`config.mk`:
```
export PLATFORM = sky130hd
export DESIGN_NAME = cpr_ctrl
export DESIGN_NICKNAME = d
export VERILOG_FILES = /design/src/rtl/cpr_pkg.sv /design/src/rtl/cpr_perf_seq.sv /design/src/rtl/cpr_cfg_regs.sv /design/src/rtl/cpr_rd_mux.sv /design/src/rtl/cpr_ctrl.sv
export SDC_FILE = /design/constraint.sdc
export NUM_CORES = 1
export LEC_CHECK = 0
export ABC_AREA = 1
export BUFFER_PORTS_ARGS = -buffer_cell sky130_fd_sc_hd__buf_2
export CAP_MARGIN = 20
export CELL_PAD_IN_SITES_DETAIL_PLACEMENT = 1
export CELL_PAD_IN_SITES_GLOBAL_PLACEMENT = 2
export CORE_MARGIN = 5
export CORE_UTILIZATION = 33
export CTS_CLUSTER_DIAMETER = 50
export DETAILED_ROUTE_END_ITERATION = 10
export HOLD_SLACK_MARGIN = 0.1
export MAX_ROUTING_LAYER = met4
export PLACE_DENSITY_LB_ADDON = 0.3
export SYNTH_ARGS = -nofsm -noshare
export SYNTH_HDL_FRONTEND = slang
export SYNTH_SLANG_ARGS = --single-unit
```
`constraint.sdc`:
```
create_clock -name clk -period 4.27 [get_ports clk]
set_clock_uncertainty 0.2 [all_clocks]
set_input_delay 1.0675 -clock clk [delete_from_list [all_inputs] [get_ports clk]]
set_output_delay 1.0675 -clock clk [all_outputs]
set_load 0.1 [all_outputs]
```
`src/rtl/cpr_pkg.sv`:
```
package cpr_pkg;
  localparam int BUS_W     = 32;
  localparam int ADDR_W    = 8;
  localparam int MAX_LVLS  = 8;
  localparam int LVL_W     = $clog2(MAX_LVLS);
  localparam int LANE_W    = 4;
  localparam int WAKE_W    = 12;
  localparam int WAKE_LIT0 = 4;
  localparam int WAKE_GLB0 = 10;
  localparam int WFI_LIT0  = 3;

  localparam logic [ADDR_W-1:0] A_LVL_BIG = 8'h00;
  localparam logic [ADDR_W-1:0] A_LVL_LIT = 8'h08;
  localparam logic [ADDR_W-1:0] A_STATUS  = 8'h18;
  localparam logic [ADDR_W-1:0] A_WAKE    = 8'h24;
  localparam logic [ADDR_W-1:0] A_PDN_BIG = 8'h30;
  localparam logic [ADDR_W-1:0] A_PDN_LIT = 8'h34;
  localparam logic [ADDR_W-1:0] A_WFI     = 8'h3C;
  localparam logic [ADDR_W-1:0] A_MBX_BIG = 8'h68;
  localparam logic [ADDR_W-1:0] A_MBX_LIT = 8'h78;

  typedef enum logic [1:0] {
    REQ_BIG = 2'd0,
    REQ_LIT = 2'd1,
    REQ_CFG = 2'd2
  } req_kind_e;

  function automatic int done_pos(input req_kind_e k);
    return LANE_W * int'(k);
  endfunction

  function automatic int err_pos(input req_kind_e k);
    return LANE_W * int'(k) + 1;
  endfunction
endpackage

```
`src/rtl/cpr_perf_seq.sv`:
```
module cpr_perf_seq
  import cpr_pkg::*;
#(
  parameter int NUM_LEVELS = 5,
  parameter int LAT_CYC    = 16
) (
  input  logic             clk,
  input  logic             rst_n,
  input  logic             req_big,
  input  logic             req_lit,
  input  logic [BUS_W-1:0] req_idx,
  input  logic             stat_clr,
  output logic [LVL_W-1:0] lvl_big,
  output logic [LVL_W-1:0] lvl_lit,
  output logic [BUS_W-1:0] stat_word,
  output logic             busy
);
  localparam int NCL   = 2;
  localparam int CNT_W = $clog2(LAT_CYC) + 1;

  logic [NCL-1:0]   req_v;
  logic             idx_ok;
  logic             accept;
  logic             finish;
  logic             busy_q;
  logic [CNT_W-1:0] cnt_q;
  logic             pend_kind_q;
  logic [LVL_W-1:0] pend_idx_q;
  logic [NCL-1:0]   done_v;
  logic [NCL-1:0]   err_v;
  logic [LVL_W-1:0] lvl_v [NCL];

  assign req_v  = {req_lit, req_big};
  assign idx_ok = req_idx < BUS_W'(NUM_LEVELS);
  assign accept = (|req_v) && !busy_q && idx_ok;
  assign finish = busy_q && (cnt_q == '0);

  always_ff @(posedge clk or negedge rst_n) begin
    if (!rst_n) begin
      busy_q      <= 1'b0;
      cnt_q       <= '0;
      pend_kind_q <= 1'b0;
      pend_idx_q  <= '0;
    end else if (accept) begin
      busy_q      <= 1'b1;
      cnt_q       <= CNT_W'(LAT_CYC - 1);
      pend_kind_q <= req_lit;
      pend_idx_q  <= req_idx[LVL_W-1:0];
    end else if (finish) begin
      busy_q <= 1'b0;
    end else if (busy_q) begin
      cnt_q <= cnt_q - 1'b1;
    end
  end

  for (genvar g = 0; g < NCL; g++) begin : g_cl
    logic             done_q;
    logic             err_q;
    logic [LVL_W-1:0] lvl_q;
    logic             done_set;
    logic             err_set;

    assign done_set = finish && (pend_kind_q == 1'(g));
    assign err_set  = req_v[g] && (busy_q || !idx_ok);

    always_ff @(posedge clk or negedge rst_n) begin
      if (!rst_n) begin
        done_q <= 1'b0;
        err_q  <= 1'b0;
        lvl_q  <= '0;
      end else begin
        done_q <= done_set | (done_q & ~stat_clr);
        err_q  <= err_set  | (err_q  & ~stat_clr);
        if (done_set) lvl_q <= pend_idx_q;
      end
    end

    assign done_v[g] = done_q;
    assign err_v[g]  = err_q;
    assign lvl_v[g]  = lvl_q;
  end

  always_comb begin
    stat_word = '0;
    stat_word[done_pos(REQ_BIG)] = done_v[0];
    stat_word[err_pos(REQ_BIG)]  = err_v[0];
    stat_word[done_pos(REQ_LIT)] = done_v[1];
    stat_word[err_pos(REQ_LIT)]  = err_v[1];
  end

  assign lvl_big = lvl_v[0];
  assign lvl_lit = lvl_v[1];
  assign busy    = busy_q;
endmodule

```
`src/rtl/cpr_cfg_regs.sv`:
```
module cpr_cfg_regs
  import cpr_pkg::*;
#(
  parameter int N_BIG = 2,
  parameter int N_LIT = 3
) (
  input  logic                   clk,
  input  logic                   rst_n,
  input  logic                   wr_en,
  input  logic [ADDR_W-1:0]      addr,
  input  logic [BUS_W-1:0]       wdata,
  output logic [WAKE_W-1:0]      wake_q,
  output logic                   pdn_big,
  output logic                   pdn_lit,
  output logic [N_BIG*BUS_W-1:0] mbx_big,
  output logic [N_LIT*BUS_W-1:0] mbx_lit
);
  function automatic logic [WAKE_W-1:0] wake_keep_f();
    logic [WAKE_W-1:0] m;
    m = '0;
    for (int i = 0; i < N_BIG; i++) m[i] = 1'b1;
    for (int i = 0; i < N_LIT; i++) m[WAKE_LIT0 + i] = 1'b1;
    m[WAKE_GLB0]     = 1'b1;
    m[WAKE_GLB0 + 1] = 1'b1;
    return m;
  endfunction

  localparam logic [WAKE_W-1:0] WAKE_KEEP = wake_keep_f();

  always_ff @(posedge clk or negedge rst_n) begin
    if (!rst_n) begin
      wake_q  <= '0;
      pdn_big <= 1'b0;
      pdn_lit <= 1'b0;
    end else if (wr_en) begin
      if (addr == A_WAKE)    wake_q  <= wdata[WAKE_W-1:0] & WAKE_KEEP;
      if (addr == A_PDN_BIG) pdn_big <= wdata[0];
      if (addr == A_PDN_LIT) pdn_lit <= wdata[0];
    end
  end

  for (genvar c = 0; c < N_BIG; c++) begin : g_mbx_big
    logic [BUS_W-1:0] word_q;
    always_ff @(posedge clk or negedge rst_n) begin
      if (!rst_n)                                    word_q <= '0;
      else if (wr_en && addr == A_MBX_BIG + 8'(4*c)) word_q <= wdata;
    end
    assign mbx_big[c*BUS_W +: BUS_W] = word_q;
  end

  for (genvar c = 0; c < N_LIT; c++) begin : g_mbx_lit
    logic [BUS_W-1:0] word_q;
    always_ff @(posedge clk or negedge rst_n) begin
      if (!rst_n)                                    word_q <= '0;
      else if (wr_en && addr == A_MBX_LIT + 8'(4*c)) word_q <= wdata;
    end
    assign mbx_lit[c*BUS_W +: BUS_W] = word_q;
  end
endmodule

```
`src/rtl/cpr_rd_mux.sv`:
```
module cpr_rd_mux
  import cpr_pkg::*;
#(
  parameter int N_BIG = 2,
  parameter int N_LIT = 3
) (
  input  logic [ADDR_W-1:0]      addr,
  input  logic [LVL_W-1:0]       lvl_big,
  input  logic [LVL_W-1:0]       lvl_lit,
  input  logic [BUS_W-1:0]       stat_word,
  input  logic [WAKE_W-1:0]      wake_q,
  input  logic                   pdn_big,
  input  logic                   pdn_lit,
  input  logic [N_BIG*BUS_W-1:0] mbx_big,
  input  logic [N_LIT*BUS_W-1:0] mbx_lit,
  input  logic [N_BIG-1:0]       wfi_big,
  input  logic [N_LIT-1:0]       wfi_lit,
  output logic [BUS_W-1:0]       word
);
  logic [BUS_W-1:0] wfi_word;

  always_comb begin
    wfi_word = '0;
    for (int n = 0; n < N_BIG; n++) wfi_word[n] = wfi_big[n];
    for (int n = 0; n < N_LIT; n++) wfi_word[WFI_LIT0 + n] = wfi_lit[n];
  end

  always_comb begin
    word = '0;
    case (addr)
      A_LVL_BIG: word = BUS_W'(lvl_big);
      A_LVL_LIT: word = BUS_W'(lvl_lit);
      A_STATUS:  word = stat_word;
      A_WAKE:    word = BUS_W'(wake_q);
      A_PDN_BIG: word = BUS_W'(pdn_big);
      A_PDN_LIT: word = BUS_W'(pdn_lit);
      A_WFI:     word = wfi_word;
      default: begin
        for (int c = 0; c < N_BIG; c++)
          if (addr == A_MBX_BIG + 8'(4*c)) word = mbx_big[c*BUS_W +: BUS_W];
        for (int c = 0; c < N_LIT; c++)
          if (addr == A_MBX_LIT + 8'(4*c)) word = mbx_lit[c*BUS_W +: BUS_W];
      end
    endcase
  end
endmodule

```
`src/rtl/cpr_ctrl.sv`:
```
module cpr_ctrl
  import cpr_pkg::*;
#(
  parameter int N_BIG      = 2,
  parameter int N_LIT      = 3,
  parameter int NUM_LEVELS = 5,
  parameter int LAT_CYC    = 250000
) (
  input  logic                   clk,
  input  logic                   rst_n,
  input  logic                   bus_en,
  input  logic                   bus_we,
  input  logic [7:0]             bus_addr,
  input  logic [31:0]            bus_wdata,
  output logic                   bus_rvalid,
  output logic [31:0]            bus_rdata,
  input  logic [N_BIG-1:0]       wfi_big,
  input  logic [N_LIT-1:0]       wfi_lit,
  output logic                   irq,
  output logic [2:0]             perf_lvl_big,
  output logic [2:0]             perf_lvl_lit,
  output logic [11:0]            wake_mask,
  output logic                   pdn_en_big,
  output logic                   pdn_en_lit,
  output logic [N_BIG*32-1:0]    resume_big,
  output logic [N_LIT*32-1:0]    resume_lit
);
  logic             wr_en;
  logic             rd_en;
  logic             req_big;
  logic             req_lit;
  logic             stat_clr;
  logic [BUS_W-1:0] stat_word;
  logic             seq_busy;
  logic [BUS_W-1:0] rd_word;

  assign wr_en    = bus_en && bus_we;
  assign rd_en    = bus_en && !bus_we;
  assign req_big  = wr_en && (bus_addr == A_LVL_BIG);
  assign req_lit  = wr_en && (bus_addr == A_LVL_LIT);
  assign stat_clr = rd_en && (bus_addr == A_STATUS);

  cpr_perf_seq #(
    .NUM_LEVELS(NUM_LEVELS),
    .LAT_CYC   (LAT_CYC)
  ) u_seq (
    .clk      (clk),
    .rst_n    (rst_n),
    .req_big  (req_big),
    .req_lit  (req_lit),
    .req_idx  (bus_wdata),
    .stat_clr (stat_clr),
    .lvl_big  (perf_lvl_big),
    .lvl_lit  (perf_lvl_lit),
    .stat_word(stat_word),
    .busy     (seq_busy)
  );

  cpr_cfg_regs #(
    .N_BIG(N_BIG),
    .N_LIT(N_LIT)
  ) u_regs (
    .clk    (clk),
    .rst_n  (rst_n),
    .wr_en  (wr_en),
    .addr   (bus_addr),
    .wdata  (bus_wdata),
    .wake_q (wake_mask),
    .pdn_big(pdn_en_big),
    .pdn_lit(pdn_en_lit),
    .mbx_big(resume_big),
    .mbx_lit(resume_lit)
  );

  cpr_rd_mux #(
    .N_BIG(N_BIG),
    .N_LIT(N_LIT)
  ) u_mux (
    .addr     (bus_addr),
    .lvl_big  (perf_lvl_big),
    .lvl_lit  (perf_lvl_lit),
    .stat_word(stat_word),
    .wake_q   (wake_mask),
    .pdn_big  (pdn_en_big),
    .pdn_lit  (pdn_en_lit),
    .mbx_big  (resume_big),
    .mbx_lit  (resume_lit),
    .wfi_big  (wfi_big),
    .wfi_lit  (wfi_lit),
    .word     (rd_word)
  );

  always_ff @(posedge clk or negedge rst_n) begin
    if (!rst_n) begin
      bus_rvalid <= 1'b0;
      bus_rdata  <= '0;
    end else begin
      bus_rvalid <= rd_en;
      if (rd_en) bus_rdata <= rd_word;
    end
  end

  assign irq = |stat_word;
endmodule

```
Word-level counts from Yosys, hierarchy flattened

Cells that the tools add are included.

Add/sub/neg operators: 1
Multiply operators: 0
Div/mod/pow operators: 0
$lt $le $gt $ge: 1
Eq/ne operators: 12
Shifts and indexed selects: 0
Multiplexer cells: 11
Bitwise gates (word level): 10
Reductions and logical operators: 31

Operators with widths:

| cell                    | count |
|---|---|
| $pmux W32 S7            | 1 |
| $mux W32                | 5 |
| $mux W19                | 3 |
| $eq A8 B6 Y1 const B    | 4 |
| $eq A8 B7 Y1 const B    | 4 |
| $lt A32 B3 Y1 const B   | 1 |
| $logic_not A19 Y1       | 1 |
| $sub A19 B1 Y19 const B | 1 |
| $logic_and A1 B1 Y1     | 17 |
| $eq A8 B4 Y1 const B    | 1 |
| $eq A8 B5 Y1 const B    | 1 |
| $eq A8 B8 Y1 const B    | 1 |
| $logic_not A8 Y1        | 1 |
| $reduce_and A2 Y1       | 4 |
| $and A1 B1 Y1           | 4 |
| $or A1 B1 Y1            | 4 |
| $reduce_bool A2 Y1      | 2 |
| $reduce_or A4 Y1        | 1 |
| $logic_not A1 Y1        | 3 |
| $mux W1                 | 2 |
| $ne A2 B1 Y1 const B    | 1 |
| $not A1 Y1              | 2 |
| $reduce_or A2 Y1        | 1 |
| $logic_or A1 B1 Y1      | 1 |

Register bits after elaboration: 236
Bits in latches: 0
RAM bits: 0
Memory bits (read-only): 0
Output and inout bits: 214
Logic and storage cells: 86
Memories: 0

Longest topological paths before layout

Gate-level depths: netlist (run 1).

Depth in word-level cells: 7
Depth in mapped cells: 12

Cells and area by module

A second synthesis (run 1) with hierarchy kept.

Cell total of the unflattened synthesis: 1732
Area total of the unflattened synthesis: 12567.1 µm²

By module, submodules not included:

| module       | times used | cells an instance | area each (µm²) | sequential area each (µm²) |
|---|---|---|---|---|
| cpr_cfg_regs | 1          | 778               | 6869.1          | 4229.1 |
| cpr_perf_seq | 1          | 310               | 2197.1          | 850.8 |
| cpr_rd_mux   | 1          | 447               | 2003.2          | 0.0 |
| cpr_ctrl     | 1          | 197               | 1497.7          | 825.8 |

Worst setup path after synthesis (run 1)

Ideal clock, no wire load.

Path type: reg2out
Start: reg u_seq.g_cl[1].err_q
End: out irq
Data arrival time: 1317 ps
Path slack: 1685 ps
Stages on the path, launching flop included: 3
Buffers on the path: 0
Path through: dfrtp_1 > inv_1 > nand4_1

Word-level cells in the longest chain between the ends: 1

Ends and longest elaborated chain:

| what                   | line               | RTL |
|---|---|---|
| from (decl)            | cpr_perf_seq.sv:58 | `logic err_q;` |
| from (signal assigned) | cpr_perf_seq.sv:73 | `err_q <= err_set \| (err_q & ~stat_clr);` |
| $reduce_or A4 Y1       | cpr_ctrl.sv:103    | `assign irq = \|stat_word;` |
| to (decl)              | cpr_ctrl.sv:19     | `output logic irq,` |

Every way passes these cells.

Worst setup path after layout (run 1)

Start: in bus_addr[1]
End: reg u_regs.g_mbx_big[1].word_q[21]

Word-level cells in the longest chain between the ends: 2

Ends and longest elaborated chain:

| what                 | line               | RTL |
|---|---|---|
| from (decl)          | cpr_ctrl.sv:13     | `input logic [7:0] bus_addr,` |
| $eq A8 B7 Y1         | cpr_cfg_regs.sv:46 | `else if (wr_en && addr == A_MBX_BIG + 8'(4*c)) word_q <= wdata;` |
| $logic_and A1 B1 Y1  | cpr_cfg_regs.sv:46 |  |
| to (signal assigned) | cpr_cfg_regs.sv:46 |  |
| to (decl)            | cpr_cfg_regs.sv:43 | `logic [BUS_W-1:0] word_q;` |

Every way passes these cells.
A chain may end at the register's enable or synchronous reset.

==> results of run 1 <==
final cells by class:
cell class,count,area (µm²),area share [%]
diodes,1,2.50,0.0179
inverters,114,432,3.08
flip-flops and latches,236,5910,42.2
repair buffers,271,1430,10.2
well taps,448,561,4.01
clock buffers,45,1040,7.42
clock inverters,23,173,1.23
multi-input cells,1005,4460,31.9
synth_stat cells (all sizes together):
library cell  number  area share [%]
nor2             150             5.3
dfrtp            236              53
or2                7            0.39
o21ai            207             9.3
buf               57             3.3
clkinv             1           0.045
and2               4            0.25
nand3b             3            0.20
nor3               5            0.22
clkbuf            12            0.40
nand4             11            0.61
xnor2              1           0.078
a21oi              5            0.22
nand2            487              17
nand3            113             5.2
conb               1           0.034
inv              113             3.8
xor2               2            0.16
ha                 2            0.22
o22ai              2            0.11
o211ai             1           0.067
cell usage in the layout, fill, tap and decap left out, drive strengths merged, types with 2 or more instances in the layout:
| cell | count |
|---|---|
| ha | 2 |
| conb | 5 |
| dfrtp | 236 |
| o22ai | 2 |
| a21oi | 5 |
| and2 | 4 |
| clkbuf | 45 |
| nor3 | 5 |
| nor2 | 150 |
| nand4 | 11 |
| o21ai | 207 |
| nand2 | 487 |
| or2 | 7 |
| clkinvlp | 11 |
| nand3b | 3 |
| inv | 117 |
| clkinv | 9 |
| nand3 | 113 |
| xor2 | 2 |
| buf | 271 |
power breakdown:
part | switching (mW) | leakage [nW] | internal (mW) | total (mW)
sequential | 0.0518 | 3.16 | 2.29 | 2.35
combinational | 0.618 | 3.94 | 0.105 | 0.723
clock | 1.15 | 0.564 | 1.76 | 2.91
total | 1.82 | 7.66 | 4.16 | 5.98
flip-flops by register name (all words and copies together), names as in the netlist, 2 cells and up:
register and cells:
u_regs.wake_q 7, bus_rdata 32, u_seq.g_cl.done_q 2, u_seq.lvl_lit 3, u_seq.pend_idx_q 3, u_seq.lvl_big 3
u_seq.g_cl.err_q 2, u_regs.g_mbx_big.word_q 64, u_regs.g_mbx_lit.word_q 96, u_seq.cnt_q 19
metal layers:
| layer | GRT usage, % | vias up |
|---|---|---|
| met4 | 4.14 | 0 |
| met2 | 34.2 | 230 |
| li1 | - | 4997 |
| met5 | - | - |
| met1 | 28.5 | 5063 |
| met3 | 4.55 | 38 |
worst register-to-register path: stages, from the launching register on:
cell and delay [ps]:
dfrtp_1 440, inv_1 240, ha_1 270, inv_1 90, nor2_1 220, nand2_1 160, nor2_1 270, nand4_1 130
nand2_1 80, nand3_1 70
logic make-up after synthesis:
kind of cell             share of synthesized area (%)
flip-flops                                        52.8
buffers and inverters                             7.55
AO/OA/AOI/OAI                                     9.66
other                                           0.0335
XOR/XNOR                                         0.235
adder cells (fa/ha/maj)                          0.224
AND/OR/NAND/NOR                                   29.5
stage by stage:
step | power, mW | hold slack, ps | cells | util, % | instance area [µm²]
3_5_place_dp | 3.12 | 264 | 2074 | 38.1 | 12800
4_1_cts | 6.07 | 280 | 2142 | 41.7 | 14000
3_3_place_gp | 3.11 | 260 | 2074 | 38.1 | 12800
5_1_grt | 6.21 | 285 | 2143 | 41.7 | 14000
2_1_floorplan | 2.91 | 265 | 1424 | - | 11200
6_report | 5.98 | 271 | 2143 | 41.7 | 14000
worst min-delay path by stage:
stage	endpoint	cells after the start
6_report	bus_rdata[23]	2
5_1_grt	bus_rdata[23]	2
4_1_cts	bus_rdata[23]	2
3_5_place_dp	bus_rdata[23]	2
3_3_place_gp	bus_rdata[23]	2
2_1_floorplan	u_seq.cnt_q[17]	2
==> flow_metrics.tcl, run 1 <==
set metrics [dict create \
    clk_latency_ps 510 \
    path_cells "buf_2 > inv_1 > nand2_1 > nor2_4 > and2_4 > nand2_4 > nand2_1 > o21ai_1" \
    synth.distinct_cells 33 \
    r2r_setup_slack_ps 1950 \
    grt_pass1_wl_um 63100 \
    peakVddDrop_v 0.000203 \
    fin_nets 1716 \
    worst_pin_slew_ps 1040 \
    gp_congestion 0.864 \
    syn_inst 1420 \
    finalCritPeriodShare_pct 67.8 \
    port_buffers 257 \
    fillers 4169 \
    grt_max_degree 80 \
    post_cts_buffers 0 \
    cts_hold_buf 0 \
    antenna_found_initial 1 \
    cts_resized 0 \
    setup_ws_ps 1380 \
    clock-sinks 236 \
    htreeDepth 2 \
    track_usage_pct 21.4 \
    slowest_delay_ps 530 \
    wl_met3_um 2210 \
    path_max_fanout 64 \
    cts-root-buf "clkbuf_16" \
    cp.required_ps 4440 \
    die_h_um 194 \
    drtIter0Drc 470 \
    grt_pass1_vias 10700 \
    r2r-end "u_seq.cnt_q[16]" \
    post_drt_wl_per_cell_um 18.6 \
    vias 10300 \
    drv_cap 0 \
    rsz0062_at_grt "false" \
    critPathLaunchType "input port" \
    syn-cell-area_mm2 0.0112 \
    syn_avg_cell_area_um2 7.88 \
    clkSlewWorstSetupHoldPaths_ps 60 \
    crit_type "in -> reg" \
    dieArea_mm2 0.0377 \
    power.density_mw_per_mm2 427 \
    critPathBufInv 2 \
    cts_tree "built" \
    top_layer "met4" \
    crit_end "u_regs.g_mbx_big[1].word_q[21]" \
    crit_path_frequent_cell "nand2_1" \
    cts_buffers 37 \
    maxSlewHeadroom_pct 31.0 \
    min_path_type "reg -> reg" \
    dp_worst_setup_slack_ps 810 \
    tns_ps 0 \
    cp_slowest_cell "and2_4" \
    hold_viol 0 \
    cp_top_family "simple AND/OR/NAND/NOR gates" \
    met2_length_um 18800 \
    drive_above_1_share_pct 23.4 \
    num_io_pins 263 \
    cp.depth 8 \
    ys_seq_area_share_pct 52.8 \
    fmax_mhz 346 \
    crit_path_end_kind "register" \
    cts_buffer_depth 3 \
    cp.arrival_ps 3060 \
    area_delta_synth_final_pct 25.1 \
    vias_per_cell 4.82 \
    setup.worst_path.start "bus_addr[1]" \
    r2r_start "u_seq.cnt_q[0]" \
    drv_slew 0 \
    dpl.hpwl_um 28100 \
    worstHoldStart "bus_rdata[23]" \
    reg2reg_depth 9 \
    outcome "finished clean" \
    die_x_um 194 \
    yosysWarnings 0 \
    finalCriticalPeriod_ps 2890 \
    p_leak_nw 7.66 \
    rows 67 \
    drcViolationCount 0 \
    ys_seq_elements 236 \
    drtAntennaViolNets 0 \
    core-area_mm2 0.0335 \
    wl_um 39800 \
    wl_met1_um 18200 \
    start_util_pct 33.4 \
    firstDrtPassIters 5 \
    setup_viol 0 \
    overflow 0 \
]
Note: power is estimated with default switching activity, not from simulation.
==> inputs of run 2 (changes only) <==
Settings changed: CORE_UTILIZATION 33 to 31.
Clock period 4.27 ns to 3 ns, I/O delays scaled along.
==> flow_metrics.tcl, run 2 (synthesis gave the netlist of run 1 again) <==
set metrics [dict create \
    hold_path_depth 2 \
    cts_buffer_depth 3 \
    die_x_um 200 \
    slowest_delay_ps 450 \
    multiInputGateArea_mm2 0.00446 \
    final_common_cell "nand2_1" \
    track_usage_pct 20.6 \
    start_util_pct 31.5 \
    r2r-end "u_seq.cnt_q[16]" \
    cp.arrival_ps 1540 \
    p_clk_share_pct 47.9 \
    crit_type "reg -> out" \
    cts_tree "built" \
    peakVddDrop_v 0.000398 \
    hold_viol 0 \
    path_max_fanout 2 \
    internal-power_mw 5.96 \
    finalNonFillerCells 2167 \
    outcome "finished clean" \
    drv_slew 0 \
    seq_power_share_pct 39.7 \
    post_drt_wl_per_cell_um 18.7 \
    top_usage_layer "met2" \
    critPathLaunchType "register" \
    cts-root-buf "clkbuf_16" \
    drv_cap 0 \
    clkSlewWorstSetupHoldPaths_ps 60 \
    reg2reg_depth 9 \
    rsz0062_at_grt "false" \
    combPwrFrac_pct 12.4 \
    worst_pin_slew_ps 636 \
    area_delta_synth_final_pct 26.8 \
    firstDrtPassIters 5 \
    vias 10400 \
    cp_slowest_cell "buf_2" \
    die_h_um 200 \
    fin_nets 1733 \
    wl_um 40500 \
    dpl.hpwl_um 28900 \
    clock-sinks 236 \
    drcViolationCount 0 \
    critPathBufInv 2 \
    cp_top_family "buffers and inverters" \
    crit_path_end_kind "output pin" \
    port_buffers 257 \
    min_path_type "reg -> reg" \
    drtAntennaViolNets 0 \
    core-area_mm2 0.0356 \
    use_met1_pct 28.2 \
    num_io_pins 263 \
    gp_congestion 0.854 \
    finalCriticalPeriod_ps 2490 \
    largestRegisters "u_regs.g_mbx_lit.word_q: 96 flops, u_regs.g_mbx_big.word_q: 64 flops, bus_rdata: 32 flops" \
    fmax_mhz 401 \
    antenna_found_initial 1 \
    dieArea_mm2 0.0400 \
    power.density_mw_per_mm2 592 \
    seq_area_mm2 0.00591 \
    grt_pass1_vias 10800 \
    path_cells "inv_1 > nand4_1 > buf_2" \
    regMostFlops "u_regs.g_mbx_lit.word_q" \
    fin_util_pct 39.9 \
    largest_register_ff_count 96 \
    r2r_start "u_seq.cnt_q[0]" \
    r2r_setup_slack_ps 580 \
    grt_pass1_wl_um 62700 \
    drtIter0Drc 394 \
    switching_power_mw 2.45 \
    maxSlewHeadroom_pct 57.6 \
    layout_common_cells "nand2_1 (452), buf_2 (256), dfrtp_1 (236), nor2_1 (142), o21ai_0 (119)" \
    use_met3_pct 3.09 \
    power.share.switching_pct 29.1 \
    placed_cells 2106 \
    grt_max_degree 72 \
    clk_latency_ps 500 \
    fillers 4365 \
    rows 69 \
    p_leak_nw 7.79 \
    htreeDepth 2 \
    vias_per_cell 4.78 \
    tns_ps 0 \
    setup.worst_path.start "u_seq.g_cl[1].done_q" \
    grt.met2_usage_pct 32.7 \
    setup_viol 0 \
    overflow 0 \
    drive_above_1_share_pct 23.9 \
    finalCritPeriodShare_pct 83.1 \
    cts_buffers 34 \
    cts_resized 0 \
    worstHoldStart "bus_rdata[31]" \
    whs_endpoint "bus_rdata[31]" \
    cp.required_ps 2050 \
]
[run 2: cell count changes in the layout (fill, tap and decap cells not counted), moves of 3 or more]
cell	before	now
buf_4	12	24
clkinv_2	5	8
clkinvlp_4	11	4
inv_6	4	1
buf_12	2	9
clkinv_4	4	1
[run 2: tightest hold or removal path, cell delays in order, from the launching register on]
cell	delay, ps
dfrtp_1	340
nand2_1	50
nand2_1	50
[run 2: per-layer routing]
metal	vias up	part of all wire, %
met5	-	0
met4	0	1.7
met3	46	5.0
met2	234	46
met1	5042	47
li1	5033	-
[run 2: worst max path at each step]
stage                             endpoint  slack, ps  cells past startpoint
after floorplan                        irq        730                      2
after global placement      u_seq.cnt_q[4]        270                      9
after detailed placement    u_seq.cnt_q[8]        270                      9
after CTS                              irq        500                      3
after global routing      u_seq.lvl_big[2]        360                      9
final                                  irq        510                      3
[run 2: power by group through the flow]
stage	logic, mW	registers [mW]	clock network (mW)
floorplan	0.195	3.94	0
global placement	1.05	3.39	0
detailed placement	1.06	3.39	0
CTS	1.06	3.34	4.12
global route	1.11	3.35	4.28
finish	1.05	3.34	4.02
[run 2: cell type report]
type	count	share of cell area, %
multi-input combinational	1005	31.4
antenna	1	0.0176
tap	461	4.07
clock inverter	15	1.01
sequential	236	41.6
timing repair buffer	291	11.7
clock buffer	44	7.06
inverter	114	3.04
[run 2: what timing repair did]
action	in CTS	in global routing
buffers inserted	0	0
endpoints found under the hold margin	66	0
hold buffers	1	0
[run 2: through the flow]
step | total power [mW] | area, µm² | hold WS [ps] | worst slack [ps]
after floorplan | 4.14 | 11200 | 254 | 733
after global placement | 4.44 | 13000 | 260 | 271
after detailed placement | 4.45 | 13000 | 263 | 270
after CTS | 8.52 | 14200 | 278 | 496
after global routing | 8.73 | 14200 | 311 | 364
final | 8.40 | 14200 | 275 | 506
==> inputs of run 3 (changes only) <==
Settings changed: CORE_UTILIZATION 31 to 28.
Clock period 3 ns to 2.2 ns, I/O delays scaled along.
==> flow_metrics.tcl, run 3 (synthesis gave the netlist of run 1 again) <==
set metrics [dict create \
    outcome "finished clean" \
    maxSlewHeadroom_pct 60.8 \
    grt_pass1_wl_um 66200 \
    path_cells "buf_2" \
    core-area_mm2 0.0396 \
    grt_pass1_vias 11200 \
    min_path_type "in -> reg" \
    internal-power_mw 8.33 \
    post_drt_wl_per_cell_um 18.5 \
    power.share.switching_pct 29.1 \
    placed_cells 2215 \
    grt_max_degree 65 \
    num_io_pins 263 \
    critPathLaunchType "register" \
    power.total_mw 11.7 \
    switching_power_mw 3.42 \
    cts_buffer_depth 3 \
    largest_register_ff_count 96 \
    wl_um 42300 \
    top_layer "met4" \
    antenna_found_initial 0 \
    fillers 4847 \
    largestRegisters "u_regs.g_mbx_lit.word_q: 96 flops, u_regs.g_mbx_big.word_q: 64 flops, bus_rdata: 32 flops" \
    drv_cap 0 \
    met2_length_um 20300 \
    drtIter0Drc 450 \
    port_buffers 257 \
    drv_slew 0 \
    hold_viol 0 \
    setup_viol 0 \
    final_common_cell "nand2_1" \
    peakVddDrop_v 0.000430 \
    finalNonFillerCells 2285 \
    drcViolationCount 0 \
    clkSlewWorstSetupHoldPaths_ps 50 \
    start_util_pct 28.2 \
    combPwrFrac_pct 12.6 \
    cts_tree "built" \
    wl_met1_um 20000 \
    seq_power_share_pct 38.8 \
    drtAntennaViolNets 0 \
    critPathBufInv 1 \
    area_delta_synth_final_pct 33.2 \
    fmax_mhz 460 \
    htreeDepth 2 \
    cp.required_ps 1450 \
    cp_slowest_cell "buf_2" \
    fin_nets 1786 \
    dpl_cell_area_mm2 0.0136 \
    p_leak_nw 8.12 \
    cts-root-buf "clkbuf_16" \
    setup_ws_ps 24.6 \
    overflow 0 \
    die_h_um 210 \
    slowest_delay_ps 470 \
    power.density_mw_per_mm2 788 \
    finalCritPeriodShare_pct 98.9 \
    drive_above_1_share_pct 25.8 \
    finalCriticalPeriod_ps 2180 \
    die_x_um 210 \
    crit_type "reg -> out" \
    firstDrtPassIters 4 \
    finalInstanceArea_mm2 0.0149 \
    cp_top_family "buffers and inverters" \
    dp_worst_setup_slack_ps -96.8 \
    gp_congestion 0.842 \
    tns_ps 0 \
    regMostFlops "u_regs.g_mbx_lit.word_q" \
    rows 73 \
    vias_per_cell 4.65 \
    wl_met3_um 1410 \
    crit_path_end_kind "output pin" \
    dieArea_mm2 0.0441 \
    clk_latency_ps 510 \
    layout_common_cells "nand2_1 (452), buf_2 (250), dfrtp_1 (236), nor2_1 (142), o21ai_0 (119)" \
    clock-sinks 236 \
    path_max_fanout 3 \
    cp.arrival_ps 1430 \
    diodes 0 \
    vias 10600 \
    worst_pin_slew_ps 587 \
    track_usage_pct 19.5 \
    rsz0062_at_grt "true" \
    p_clk_share_pct 48.6 \
    cts_buffers 36 \
    dpl.hpwl_um 31100 \
]
[run 3: cell types whose count changed in the layout (fill, tap and decap cells not counted), sizes merged]
cell	delta
inv	+1
clkinvlp	-2
clkbuf	+8
diode	-1
dlygate4sd3	+2
bufinv	+1
buf	+48
clkinv	-3
[run 3: cell type report]
type	instances	area (µm²)	share of cell area (%)
Timing Repair Buffer	342	2260	15.2
Multi-Input combinational cell	1005	4460	29.9
Tap cell	525	657	4.41
Clock buffer	51	1030	6.90
Inverter	114	432	2.90
Sequential cell	236	5910	39.6
Clock inverter	12	154	1.03
[run 3: stage by stage]
step | utilization (%) | hold slack (ps)
2_1_floorplan | - | 54.4
6_report | 37.6 | 144
3_3_place_gp | 34.4 | 262
3_5_place_dp | 34.4 | 260
5_1_grt | 37.6 | 164
4_1_cts | 37.5 | 106
[run 3: power groups by stage]
stage          registers (mW)  logic, mW  clock network (mW)
2_1_floorplan            5.38      0.266                   0
3_3_place_gp             4.63       1.47                   0
3_5_place_dp             4.63       1.49                   0
4_1_cts                  4.56       1.49                5.87
5_1_grt                  4.57       1.57                6.03
6_report                 4.56       1.48                5.71
[run 3: final timing paths]
| check | start | endpoint | slack [ps] | depth (start not counted) |
|---|---|---|---|---|
| setup / recovery | u_regs.g_mbx_lit[2].word_q[2] | resume_lit[66] | 20 | 1 |
| hold / removal | bus_wdata[2] | u_seq.pend_idx_q[2] | 140 | 3 |
| setup reg to reg | u_seq.cnt_q[16] | u_seq.lvl_lit[2] | 170 | 8 |
| hold reg to reg | bus_rdata[17] | bus_rdata[17] | 270 | 2 |
| max in group asynchronous | rst_n | u_regs.g_mbx_big[1].word_q[24] | 800 | 3 |
| min in group asynchronous | rst_n | bus_rdata[17] | 350 | 2 |
[run 3: routing by layer]
| metal | global-route usage, % | up-vias |
|---|---|---|
| met2 | 32.1 | 196 |
| met4 | 3.51 | 0 |
| met3 | 2.41 | 42 |
| met5 | - | - |
| li1 | - | 5138 |
| met1 | 26.3 | 5259 |
[run 3: what timing repair did]
item	in CTS	in global routing
endpoints found under the setup margin	5	9
hold endpoints to repair	39	0
hold buffers	3	0
setup buffers	0	4
resized for setup	5	4
pin swaps	0	1
